[config.mk]
export PLATFORM = sky130hd
export DESIGN_NAME = i2c_stat_reg
export DESIGN_NICKNAME = d
export VERILOG_FILES = /design/src/rtl/i2c_stat_pkg.sv /design/src/rtl/stat_edge_ctr.sv /design/src/rtl/stat_master_flags.sv /design/src/rtl/stat_ext_flag.sv /design/src/rtl/i2c_stat_reg.sv
export SDC_FILE = /design/constraint.sdc
export NUM_CORES = 1
export LEC_CHECK = 0
export ABC_CLOCK_PERIOD_IN_PS = 1100
export CAP_MARGIN = 15
export CORE_AREA = 5 5 46 48
export DETAILED_ROUTE_END_ITERATION = 8
export DIE_AREA = 0 0 51 53
export HOLD_SLACK_MARGIN = 0.1
export PLACE_DENSITY = 0.71
export SLEW_MARGIN = 5
export SYNTH_ARGS = -nofsm -noshare
export SYNTH_HDL_FRONTEND = slang
export SYNTH_HIERARCHICAL = 1
export SYNTH_SLANG_ARGS = --single-unit
[constraint.sdc]
create_clock -name clk -period 1.1 [get_ports clk]
set_input_delay 0.11 -clock clk [delete_from_list [all_inputs] [get_ports clk]]
set_output_delay 0.11 -clock clk [all_outputs]
set_load 0.005 [all_outputs]
[src/rtl/i2c_stat_pkg.sv]
package i2c_stat_pkg;
  localparam int STAT_W     = 8;
  localparam int BIT_MASTER = 7;
  localparam int BIT_ARB    = 6;
  localparam int BIT_EXT    = 5;
  localparam int PASS_W     = 5;

  // A prefix is an extension code when all its bits are equal.
  function automatic logic prefix_is_ext(input logic [3:0] hi);
    return (hi == 4'h0) || (hi == 4'hF);
  endfunction
endpackage

[src/rtl/stat_edge_ctr.sv]
module stat_edge_ctr #(
  parameter int BYTE_BITS = 8
) (
  input  logic clk,
  input  logic rst_n,
  input  logic en,
  input  logic start_det,
  stop_det,
  input  logic scl_rise,
  output logic sample_o
);
  localparam int CW = $clog2(BYTE_BITS + 1);
  localparam logic [CW-1:0] LAST = CW'(BYTE_BITS - 1);

  logic [CW-1:0] cnt_q;
  logic          armed_q;
  logic          last_edge;

  assign last_edge = armed_q && scl_rise && (cnt_q == LAST);
  assign sample_o  = en && last_edge && !start_det && !stop_det;

  always_ff @(posedge clk) begin
    if (!rst_n || !en || stop_det) begin
      cnt_q   <= '0;
      armed_q <= 1'b0;
    end else if (start_det) begin
      cnt_q   <= '0;
      armed_q <= 1'b1;
    end else if (armed_q && scl_rise) begin
      if (cnt_q == LAST) begin
        cnt_q   <= '0;
        armed_q <= 1'b0;
      end else begin
        cnt_q <= cnt_q + 1'b1;
      end
    end
  end
endmodule

[src/rtl/stat_master_flags.sv]
module stat_master_flags (
  input  logic clk,
  input  logic rst_n,
  input  logic en,
  input  logic start_gen,
  input  logic stop_det,
  input  logic arb_loss,
  input  logic comm_release,
  input  logic rd_take,
  output logic master_q,
  output logic arb_q
);
  logic rd_pend_q;

  always_ff @(posedge clk) begin
    if (!rst_n || !en) begin
      master_q  <= 1'b0;
      arb_q     <= 1'b0;
      rd_pend_q <= 1'b0;
    end else begin
      rd_pend_q <= rd_take;
      // Losing arbitration forces the master bit low, even over a start.
      if (arb_loss)                    master_q <= 1'b0;
      else if (start_gen)              master_q <= 1'b1;
      else if (stop_det || comm_release) master_q <= 1'b0;
      // The read clear lands one cycle late, so a new loss still wins.
      if (arb_loss)       arb_q <= 1'b1;
      else if (rd_pend_q) arb_q <= 1'b0;
    end
  end
endmodule

[src/rtl/stat_ext_flag.sv]
module stat_ext_flag #(
  parameter int PREFIX_W = 4
) (
  input  logic                clk,
  input  logic                rst_n,
  input  logic                en,
  input  logic                sample,
  input  logic [PREFIX_W-1:0] prefix,
  input  logic                start_det,
  input  logic                stop_det,
  input  logic                comm_release,
  output logic                ext_q
);
  logic match;
  assign match = (prefix == '0) || (prefix == '1);

  always_ff @(posedge clk) begin
    if (!rst_n || !en)                              ext_q <= 1'b0;
    else if (sample && match)                       ext_q <= 1'b1;
    else if (start_det || stop_det || comm_release) ext_q <= 1'b0;
  end
endmodule

[src/rtl/i2c_stat_reg.sv]
module i2c_stat_reg
  import i2c_stat_pkg::*;
#(
  parameter int ADDR_W    = 8,
  parameter int PREFIX_W  = 4,
  parameter int BYTE_BITS = 8
) (
  input  logic              clk,
  input  logic              rst_n,
  input  logic              en,
  input  logic              start_gen,
  input  logic              start_det,
  input  logic              stop_det,
  input  logic              arb_loss,
  input  logic              scl_rise,
  input  logic [ADDR_W-1:0] addr_byte,
  input  logic              comm_release,
  input  logic              rd_strobe,
  input  logic              rd_permit,
  input  logic              coin_in,
  input  logic              xmit_in,
  input  logic              ack_in,
  input  logic              std_in,
  input  logic              spd_in,
  output logic [STAT_W-1:0] status
);
  localparam int LO_W = ADDR_W - PREFIX_W;

  logic sample, master_q, arb_q, ext_q;
  logic [PASS_W-1:0] pass_bits;
  logic unused_addr_lo;

  assign unused_addr_lo = ^addr_byte[LO_W-1:0];

  stat_edge_ctr #(.BYTE_BITS(BYTE_BITS)) u_ctr (
    .clk(clk), .rst_n(rst_n), .en(en), .start_det(start_det),
    .stop_det(stop_det), .scl_rise(scl_rise), .sample_o(sample)
  );

  stat_master_flags u_mst (
    .clk(clk), .rst_n(rst_n), .en(en), .start_gen(start_gen),
    .stop_det(stop_det), .arb_loss(arb_loss), .comm_release(comm_release),
    .rd_take(rd_strobe && rd_permit), .master_q(master_q), .arb_q(arb_q)
  );

  stat_ext_flag #(.PREFIX_W(PREFIX_W)) u_ext (
    .clk(clk), .rst_n(rst_n), .en(en), .sample(sample),
    .prefix(addr_byte[ADDR_W-1 -: PREFIX_W]), .start_det(start_det),
    .stop_det(stop_det), .comm_release(comm_release), .ext_q(ext_q)
  );

  assign pass_bits = {coin_in, xmit_in, ack_in, std_in, spd_in};

  always_comb begin
    status             = '0;
    status[BIT_MASTER] = master_q;
    status[BIT_ARB]    = arb_q;
    status[BIT_EXT]    = ext_q;
    for (int i = 0; i < PASS_W; i++) status[i] = pass_bits[i];
  end
endmodule

==> reports/metrics.yaml, run 1 <==
place:
  dp_hpwl_um: 918.3
  gp_congestion: 0.7246
  port_buffers: 17
min_path:
  hold_path.class: "in -> out"
synth:
  synthesis.nets: 80
  yosysSeqAreaShare_pct: 36.73
  synthCells: 55
  avgSynthCellArea_um2: 8.918
  syn-cell-area_um2: 490.5
  yosysWarnings: 6
  ys_types: 23
  synth-seq-cells: 9
sta:
  slew_headroom_pct: 82.89
  drv_slew: 0
  tns_ns: -0.2520
  setup_viol: 4
  clock.fmax_mhz: 833.4
  period_share_pct: 109.1
  finClkSkew_ns: 0.007047
  timing.final.crit_period_ns: 1.200
  rsz0062_at_grt: "true"
  setup_slack_ns: -0.09996
  worst_pin_slew_ns: 0.2543
  finalHoldViolCount: 0
clock_tree:
  clock_latency_ns: 0.26
  cts_tree: "done"
  htreeDepth: 1
  root_buffer: "clkbuf_4"
  clock_sinks: 9
  cts_buffers: 3
  postCtsHoldBufs: 0
  clockBufferDepth: 2
  path_clk_slew_ns: 0.07
floorplanning:
  row_count: 15
  core-area_um2: 1670
  die_height_um: 53
  ios: 32
  start_util_pct: 29.36
  dieArea_um2: 2703
  chipWidth_um: 51
run:
  maxCapViolations: 0
route:
  avgRoutedWirePerCell_um: 11.68
  drcViolationCount: 0
  drtAntennaViolNets: 0
  post_drt_via_cell_ratio: 4.825
  drt_iter0_markers: 6
  detail_route.first_pass.iterations: 2
  drt_wl_total_um: 1133
  via_count: 468
grt:
  grt_max_degree: 6
  grtUsageMet2_pct: 15.45
  grt_pass1_vias: 445
  grt-ovfl-total: 0
  grt.total_usage_pct: 9.714
  grt_pass1_wl_um: 1883
  use_met1_pct: 10.14
  grt.met3_usage_pct: 3.944
  antenna_found_initial: 0
  gr-max-usage-layer: "met2"
setup_path:
  crit_path_start_kind: "flip-flop"
  path_max_fanout: 3
  worstPathArrival_ns: 1.39
  crit_chain: "ha_4 > nand3b_1 > or3b_1 > a21oi_1"
  critPathKind: "reg -> reg"
  cp_slowest_stage_delay_ns: 0.37
  worst_ep_required_time_ns: 1.29
  cp-end-kind: "flip-flop"
  critPathSlowestCell: "or3b_1"
cells_and_area:
  fin_nets: 106
  area_growth_syn_to_layout_pct: 55.36
  diodes: 0
  final_layout_size_suffix_gt1_share_pct: 31.25
status:
  outcome: "complete, but fails checks"
  violations: "setup timing"
power_and_ir_drop:
  p_leak_nw: 0.3027
  finalPower_mw: 0.6906
  ir_drop_mv: 0.4580
  cellPowerDensity_nw_per_um2: 906.3
[critical path, delay by kind of cell, from the launching register on]
family                     cells  cell delay (ns)
DFF                            1             0.35
AOI/OAI and AO/OA              1             0.12
adders and majority gates      1             0.16
and+or+nand+nor                2             0.51
[flip-flops by register name, indices dropped and copies added, names as in the netlist]
register / cells
u_mst/rd_pend_q: 1
u_ctr/armed_q: 1
u_ctr/cnt_q: 4
u_mst/master_q: 1
u_mst/arb_q: 1
u_ext/ext_q: 1
[worst paths after layout]
check	start	to	slack, ns	cells after the start
worst max-delay path	u_ctr/cnt_q[0]$_SDFFE_PP0P_	u_ctr/cnt_q[0]$_SDFFE_PP0P_	-0.1	4
worst min-delay path	coin_in	status[4]	0.22	0
worst max register to register	u_ctr/cnt_q[0]$_SDFFE_PP0P_	u_ctr/cnt_q[0]$_SDFFE_PP0P_	-0.1	4
worst min register to register	u_mst/arb_q$_SDFFE_PP0P_	u_mst/arb_q$_SDFFE_PP0P_	0.46	2
[where the power goes]
group / switching, mW / internal, mW / total, mW
combinational: 0.0314 / 0.0708 / 0.102
clock: 0.118 / 0.140 / 0.257
sequential: 0.00298 / 0.328 / 0.331
total: 0.152 / 0.539 / 0.691
[logic make-up (layout without fill, tap and decap cells)]
group,count (synthesis),count (layout),share of synthesized area [%]
xor+xnor,1,1,1.786
simple gates,25,25,34.44
buf+inv,9,34,13.01
compound gates,10,10,11.48
flops,9,9,36.73
fa+ha+maj,1,1,2.551
[per-layer routing]
| metal | part of all wire (%) | up-vias |
|---|---|---|
| met2 | 49 | 8 |
| met5 | 0 | - |
| met3 | 4.5 | 2 |
| li1 | - | 240 |
| met4 | 2.0 | 0 |
| met1 | 45 | 218 |
[metrics by stage]
| step | utilization [%] | worst slack (ns) | hold WS, ns | std cells | cell area [um2] |
|---|---|---|---|---|---|
| 6_report | 45.62 | -0.09996 | 0.2200 | 97 | 762.0 |
| 4_1_cts | 44.79 | -0.1079 | 0.2200 | 96 | 748.2 |
| 5_1_grt | 45.62 | -0.1298 | 0.2200 | 97 | 762.0 |
| 3_5_place_dp | 42.17 | -0.2294 | 0.2200 | 90 | 704.4 |
| 3_3_place_gp | 42.17 | -0.2206 | 0.2200 | 90 | 704.4 |
| 2_1_floorplan | - | 0.004989 | 0.1971 | 55 | 505.5 |
[final cells by class]
type / instances / area [um2]
Multi-Input combinational cell: 37 / 269.0
Fill cell: 164 / 908.4
Inverter: 1 / 3.754
Clock buffer: 4 / 26.28
Timing Repair Buffer: 29 / 256.5
Sequential cell: 9 / 185.2
Tap cell: 17 / 21.27
[layout by cell type, fill, tap and decap left out, types with 2 or more instances in the layout]
master and instances:
nor4_1 2, dfxtp_1 7, a21oi_2 2, nand2_1 4
dlygate4sd2_1 3, buf_4 12, a21oi_1 5, nor2_1 2
clkbuf_4 3, nand3_1 3, or3b_1 3, clkdlybuf4s50_1 14
[synthesized netlist by cell type, drive strengths merged]
cell type  number  area (um2)
nand3           3       15.01
or3b            4       37.54
a21oi           7       35.03
inv             1       3.750
nor3b           1       12.51
nand2           5       21.27
nor4            2       12.51
or4b            1       10.01
nand2b          2       20.02
and2            1       6.260
o2111a          1       11.26
ha              1       12.51
o21ai           2       10.01
and3            1       6.260
nor2            3       11.26
buf             8       60.06
dfxtp           9       180.2
xor2            1       8.760
nand3b          1       7.510
and4            1       8.760
[timing repair]
| item | in CTS | in global routing |
|---|---|---|
| pin swaps | 6 | 1 |
| gates resized for setup | 5 | 2 |
| endpoints found under the setup margin | 6 | 5 |
| cloned | 0 | 0 |
| setup buffers | 2 | 1 |
(Power assumes the default switching activity.)
==> run 2: changes to the inputs <==
--- a/config.mk
+++ b/config.mk
@@ -7,9 +7,9 @@
 export LEC_CHECK = 0
 export ABC_CLOCK_PERIOD_IN_PS = 1100
 export CAP_MARGIN = 15
-export CORE_AREA = 5 5 46 48
+export CORE_AREA = 2 2 43 45
 export DETAILED_ROUTE_END_ITERATION = 8
-export DIE_AREA = 0 0 51 53
+export DIE_AREA = 0 0 45 47
 export HOLD_SLACK_MARGIN = 0.1
 export PLACE_DENSITY = 0.71
 export SLEW_MARGIN = 5
==> run 2 against run 1 <==
  * The flow still finishes with violations (setup timing)
  * Worst setup slack better by 0.014 ns
  * Design area is 3.4% lower
  * Wire length is 5.2% lower
  * Non-clock buffer count is 3 lower
  * Hold slack stayed put
  * Clock skew is 0.0050 ns lower
  * Maximum frequency is 1.2% higher
  * Register-to-register slack hardly changed
  * Largest cell class unchanged
==> reports/metrics.yaml, run 2 (synthesis results as in run 1) <==
clock_tree:
  clock_latency_ns: 0.27
  cts_buffers: 3
  path_clk_slew_ns: 0.06
  postCtsHoldBufs: 0
  htreeDepth: 1
  clock_sinks: 9
  clockBufferDepth: 2
  cts_setup_buffers: 0
  cts_tree: "done"
  root_buffer: "clkbuf_4"
grt:
  grt_pass1_vias: 418
  antenna_found_initial: 0
  grt_pass1_wl_um: 1704
  grt_max_degree: 6
  grt-ovfl-total: 0
  grt.total_usage_pct: 12.61
power_and_ir_drop:
  internal_power_mw: 0.5412
  combPwrFrac_pct: 14.5
  switching_share_pct: 22.53
  p_sw_mw: 0.1574
  ir_drop_mv: 0.5223
  cellPowerDensity_nw_per_um2: 949.5
  p_leak_nw: 0.2984
  p_seq_share_pct: 47.7
  pwr-share-clk_pct: 37.7
sta:
  worst_pin_slew_ns: 0.2282
  setup_viol: 2
  rsz0062_at_grt: "true"
  slew_headroom_pct: 84.65
  timing.final.crit_period_ns: 1.186
  finalHoldViolCount: 0
  period_share_pct: 107.8
  drv_slew: 0
  clock.fmax_mhz: 843.2
  finClkSkew_ns: 0.002010
  setup_slack_ns: -0.08596
  tns_ns: -0.1104
status:
  outcome: "complete, but fails checks"
  violations: "setup timing"
setup_path:
  cp_top_family: "simple AND/OR/NAND/NOR gates"
  critPathKind: "reg -> reg"
  critPathSlowestCell: "or3b_1"
  path_max_fanout: 3
  crit_chain: "ha_4 > nand3b_1 > or3b_1 > a21oi_1"
  critPathBufInv: 0
  crit_path_start_kind: "flip-flop"
  cp_slowest_stage_delay_ns: 0.36
  worstPathArrival_ns: 1.38
  cp-end-kind: "flip-flop"
  worst_ep_required_time_ns: 1.30
floorplanning:
  dieArea_um2: 2115
  core-area_um2: 1652
  start_util_pct: 29.70
  row_count: 15
  chipWidth_um: 45
  ios: 32
  die_height_um: 47
cells_and_area:
  largest_reg_flops: 4
  mostFrequentLayoutCells: "clkdlybuf4s50_1 (13), buf_4 (9), a21oi_1 (7), dfxtp_1 (7), nand2_1 (4)"
  multi_input_area_um2: 265.3
  final-seq-area_um2: 182.7
  final_area_um2: 735.7
  fin_nets: 103
  final_common_cell: "clkdlybuf4s50_1"
  fillers: 171
  final_layout_size_suffix_gt1_share_pct: 25.97
  fin_cells: 94
  diodes: 0
  regMostFlops: "u_ctr/cnt_q"
  area_growth_syn_to_layout_pct: 50.00
  utilization_pct: 44.55
place:
  dp_cells: 90
  dp_hpwl_um: 837
  port_buffers: 17
  post_dp_cell_area_um2: 704.4
  gp_congestion: 0.7368
run:
  maxCapViolations: 0
route:
  drcViolationCount: 0
  avgRoutedWirePerCell_um: 11.43
  detail_route.first_pass.iterations: 4
  drt_wl_total_um: 1074
  via_count: 440
  post_drt_via_cell_ratio: 4.681
  drtAntennaViolNets: 0
  drt_iter0_markers: 11
min_path:
  hold_path.class: "in -> out"
## run 2: changes by cell type in the layout (fill, tap and decap cells not counted)
cell	previous run	this run
dfxtp_2	1	2
nor4_2	0	1
clkdlybuf4s50_1	14	13
a21oi_2	2	0
dfxtp_4	1	0
a21oi_1	5	7
nor2_1	2	3
nor2_2	1	0
dlymetal6s2s_1	0	1
buf_4	12	9
nor4_1	2	1
## run 2: repair_timing
item / in CTS / in global routing
pin swaps: 4 / 1
endpoints found under the setup margin: 6 / 3
gates resized for setup: 3 / 2
## run 2: worst paths after layout
path	from	endpoint	slack [ns]	cells after the start
setup / recovery	u_ctr/cnt_q[0]$_SDFFE_PP0P_	u_ctr/cnt_q[0]$_SDFFE_PP0P_	-0.09	4
hold / removal	spd_in	status[0]	0.22	0
setup reg to reg	u_ctr/cnt_q[0]$_SDFFE_PP0P_	u_ctr/cnt_q[0]$_SDFFE_PP0P_	-0.09	4
hold reg to reg	u_mst/arb_q$_SDFFE_PP0P_	u_mst/arb_q$_SDFFE_PP0P_	0.47	2
## run 2: layout make-up
type	count	share of cell area [%]
inverter	1	0.5102
multi-input combinational	37	36.05
sequential	9	24.83
timing repair buffer	26	32.14
clock buffer	4	3.571
tap	17	2.891
## run 2: layer usage
| layer | global-route usage [%] | wire length [um] | vias up |
|---|---|---|---|
| li1 | - | - | 233 |
| met1 | 13.16 | 473 | 189 |
| met2 | 17.14 | 475 | 12 |
| met3 | 5.000 | 53 | 6 |
| met4 | 16.47 | 72 | 0 |
| met5 | 0 | 0 | - |
## run 2: through the flow
stage	setup slack [ns]	hold WS, ns	total power [mW]
detailed placement	-0.2477	0.2200	0.4442
CTS	-0.06703	0.2200	0.7124
global placement	-0.2254	0.2200	0.4418
floorplan	0.004989	0.1971	0.3786
finish	-0.08596	0.2200	0.6986
global route	-0.1300	0.2200	0.7398
## run 2: power groups by stage
stage,registers [mW],logic (mW),clock network (mW)
global route,0.334,0.109,0.297
detailed placement,0.341,0.103,0
finish,0.333,0.102,0.264
floorplan,0.340,0.0384,0
CTS,0.333,0.102,0.277
global placement,0.341,0.101,0
==> run 3: changes to the inputs <==
--- a/config.mk
+++ b/config.mk
@@ -5,11 +5,12 @@
 export SDC_FILE = /design/constraint.sdc
 export NUM_CORES = 1
 export LEC_CHECK = 0
+export ABC_AREA = 1
 export ABC_CLOCK_PERIOD_IN_PS = 1100
 export CAP_MARGIN = 15
-export CORE_AREA = 2 2 43 45
+export CORE_AREA = 2 2 44 46
 export DETAILED_ROUTE_END_ITERATION = 8
-export DIE_AREA = 0 0 45 47
+export DIE_AREA = 0 0 46 48
 export HOLD_SLACK_MARGIN = 0.1
 export PLACE_DENSITY = 0.71
 export SLEW_MARGIN = 5
==> run 3 against run 2 <==
  * The flow now finishes without violations
  * Hold slack stayed put
  * Utilization rose by 1.5 points
  * Design area rose by 5.8%
  * First-iteration DRC count shrank 18%
  * Critical path depth is 3 higher
  * Clock skew increased by 0.0041 ns
  * Global-route usage shrank 2.6 points
  * Sequential share of layout area down 1.2 points
  * Sequential power hardly changed
  * Total power decreased by 0.12%
  * Area after synthesis grew 7.4%
  * Cell count up 24%
  * Critical path type unchanged
  * Highest routed layer unchanged
==> reports/metrics.yaml, run 3 <==
route:
  via_count: 505
  drt_iter0_markers: 9
  drtAntennaViolNets: 0
  post_drt_via_cell_ratio: 4.316
  avgRoutedWirePerCell_um: 8.581
  detail_route.first_pass.iterations: 4
  drcViolationCount: 0
  drt_wl_total_um: 1004
grt:
  grt-ovfl-total: 0
  grtUsageMet2_pct: 15.56
  use_met1_pct: 11.41
  grt_pass1_vias: 425
  grt_max_degree: 7
  antenna_found_initial: 0
  grt.total_usage_pct: 10.02
  gr-max-usage-layer: "met2"
  grt.met3_usage_pct: 4.906
  grt_pass1_wl_um: 1531
sta:
  drv_slew: 0
  setup_viol: 0
  clock.fmax_mhz: 918.2
  finalHoldViolCount: 0
  finClkSkew_ns: 0.006124
  slew_headroom_pct: 87.30
  period_share_pct: 99.01
  tns_ns: 0
  worst_pin_slew_ns: 0.1902
  timing.final.crit_period_ns: 1.089
  rsz0062_at_grt: "true"
floorplanning:
  chipWidth_um: 46
  ios: 32
  die_height_um: 48
  row_count: 15
  core-area_um2: 1689
  dieArea_um2: 2208
  start_util_pct: 31.19
clock_tree:
  clock_sinks: 9
  cts_buffers: 3
  clockBufferDepth: 2
  path_clk_slew_ns: 0.07
  clock_latency_ns: 0.27
  root_buffer: "clkbuf_4"
  cts_tree: "done"
  htreeDepth: 1
status:
  outcome: "finished clean"
setup_path:
  r2r_cells: 7
  critPathKind: "reg -> reg"
  crit_start: "u_ctr/cnt_q[0]$_SDFFE_PP0P_"
  crit_path_end: "u_ext/ext_q$_SDFFE_PP0P_"
  r2r-end: "u_ext/ext_q$_SDFFE_PP0P_"
  worstPathArrival_ns: 1.28
  path_max_fanout: 2
  crit_path_start_kind: "flip-flop"
  worst_ep_required_time_ns: 1.29
  cp-end-kind: "flip-flop"
  reg2reg_from: "u_ctr/cnt_q[0]$_SDFFE_PP0P_"
  regToRegSetupSlack_ns: 0.01
cells_and_area:
  largest_reg_flops: 4
  final_layout_size_suffix_gt1_share_pct: 24.00
  fin_nets: 126
  mostFrequentLayoutCells: "nand2_1 (18), clkdlybuf4s50_1 (14), inv_1 (13), nor2_1 (9), buf_4 (8)"
  final_common_cell: "nand2_1"
  fillers: 177
  regMostFlops: "u_ctr/cnt_q"
  utilization_pct: 46.07
  final_area_um2: 778.2
  area_growth_syn_to_layout_pct: 47.74
  diodes: 0
synth:
  yosysWarnings: 6
  ys.flop_type: "dfxtp_1"
  synthCells: 79
  yosysSeqAreaShare_pct: 34.20
  syn-cell-area_um2: 526.8
  yosysMostFrequentCell: "nand2_1"
  async_flop_share_pct: 0
  avgSynthCellArea_um2: 6.668
  synthTopCellsByCount: "nand2_1 (19), inv_1 (13), nor2_1 (10), dfxtp_1 (9), buf_4 (8)"
  synth_edf_count: 0
  synth_top_cells_by_area: "dfxtp_1 (34%), nand2_1 (14%), buf_4 (11%), inv_1 (9.3%), nor2_1 (7.1%)"
  synthesis.nets: 104
  synth_top_area_cell: "dfxtp_1"
  ys_types: 16
  synth_top_area_share_pct: 34.20
  synth-seq-cells: 9
power_and_ir_drop:
  cellPowerDensity_nw_per_um2: 896.6
  p_leak_nw: 0.3653
  ir_drop_mv: 0.6045
  finalPower_mw: 0.6977
min_path:
  hold_path.class: "in -> out"
place:
  port_buffers: 17
  dp_hpwl_um: 790.5
  post_dp_cell_area_um2: 710.7
  gp_congestion: 0.7316
run:
  maxCapViolations: 0
[run 3: timing repair]
item,4_1_cts,5_1_grt
gates resized for setup,8,5
hold buffers,0,0
endpoints found under the setup margin,4,1
setup buffers,1,0
gates cloned,0,0
pin swaps,5,5
[run 3: critical path, cell delays in order, from the launching register on]
cell	delay [ns]
dfxtp_2	0.35
ha_4	0.16
nand2_4	0.05
nor2_4	0.09
nand3_2	0.07
nor2_1	0.09
nand3_1	0.08
a21oi_1	0.12
[run 3: area by class of cell]
class | instances | area (um2) | share of cell area [%]
well taps | 17 | 21.27 | 2.733
multi-input cells | 48 | 265.3 | 34.08
clock inverters | 1 | 5.005 | 0.6431
flip-flops and latches | 9 | 183.9 | 23.63
inverters | 14 | 53.80 | 6.913
repair buffers | 25 | 226.5 | 29.10
clock buffers | 3 | 22.52 | 2.894
[run 3: layer usage]
| layer | part of all wire [%] | vias to the layer above |
|---|---|---|
| met1 | 46 | 211 |
| met3 | 7.5 | 2 |
| met4 | 1.0 | 0 |
| met2 | 46 | 14 |
| li1 | - | 278 |
| met5 | 0 | - |
[run 3: cell families (layout without fill, tap and decap cells)]
logic type / Yosys count / count (layout) / synth area share (%)
flops: 9 / 9 / 34.20
buf+inv: 22 / 43 / 21.62
compound gates: 8 / 8 / 9.500
fa+ha+maj: 1 / 1 / 2.375
simple gates: 39 / 39 / 32.31
[run 3: worst min path at each step]
| stage | slack [ns] | cells after the start | endpoint | start |
|---|---|---|---|---|
| 2_1_floorplan | 0.23 | 2 | u_ext/ext_q$_SDFFE_PP0P_ | en |
| 3_3_place_gp | 0.22 | 0 | status[1] | std_in |
| 3_5_place_dp | 0.22 | 0 | status[1] | std_in |
| 4_1_cts | 0.22 | 0 | status[1] | std_in |
| 5_1_grt | 0.22 | 0 | status[3] | xmit_in |
| 6_report | 0.22 | 0 | status[2] | ack_in |
[run 3: through the flow]
| step | cells | setup slack (ns) | hold WS (ns) |
|---|---|---|---|
| final | 117 | 0.01088 | 0.2200 |
| after global routing | 117 | -0.05757 | 0.2200 |
| after CTS | 117 | -0.08792 | 0.2200 |
| after detailed placement | 112 | -0.1087 | 0.2200 |
| after global placement | 112 | -0.1267 | 0.2200 |
| after floorplan | 79 | 0.01760 | 0.2261 |
[run 3: power by group]
group          total, mW  switching [mW]  internal [mW]
Combinational      0.100          0.0352         0.0652
Clock              0.264           0.129          0.134
Sequential         0.333         0.00276          0.331
Total              0.698           0.167          0.530
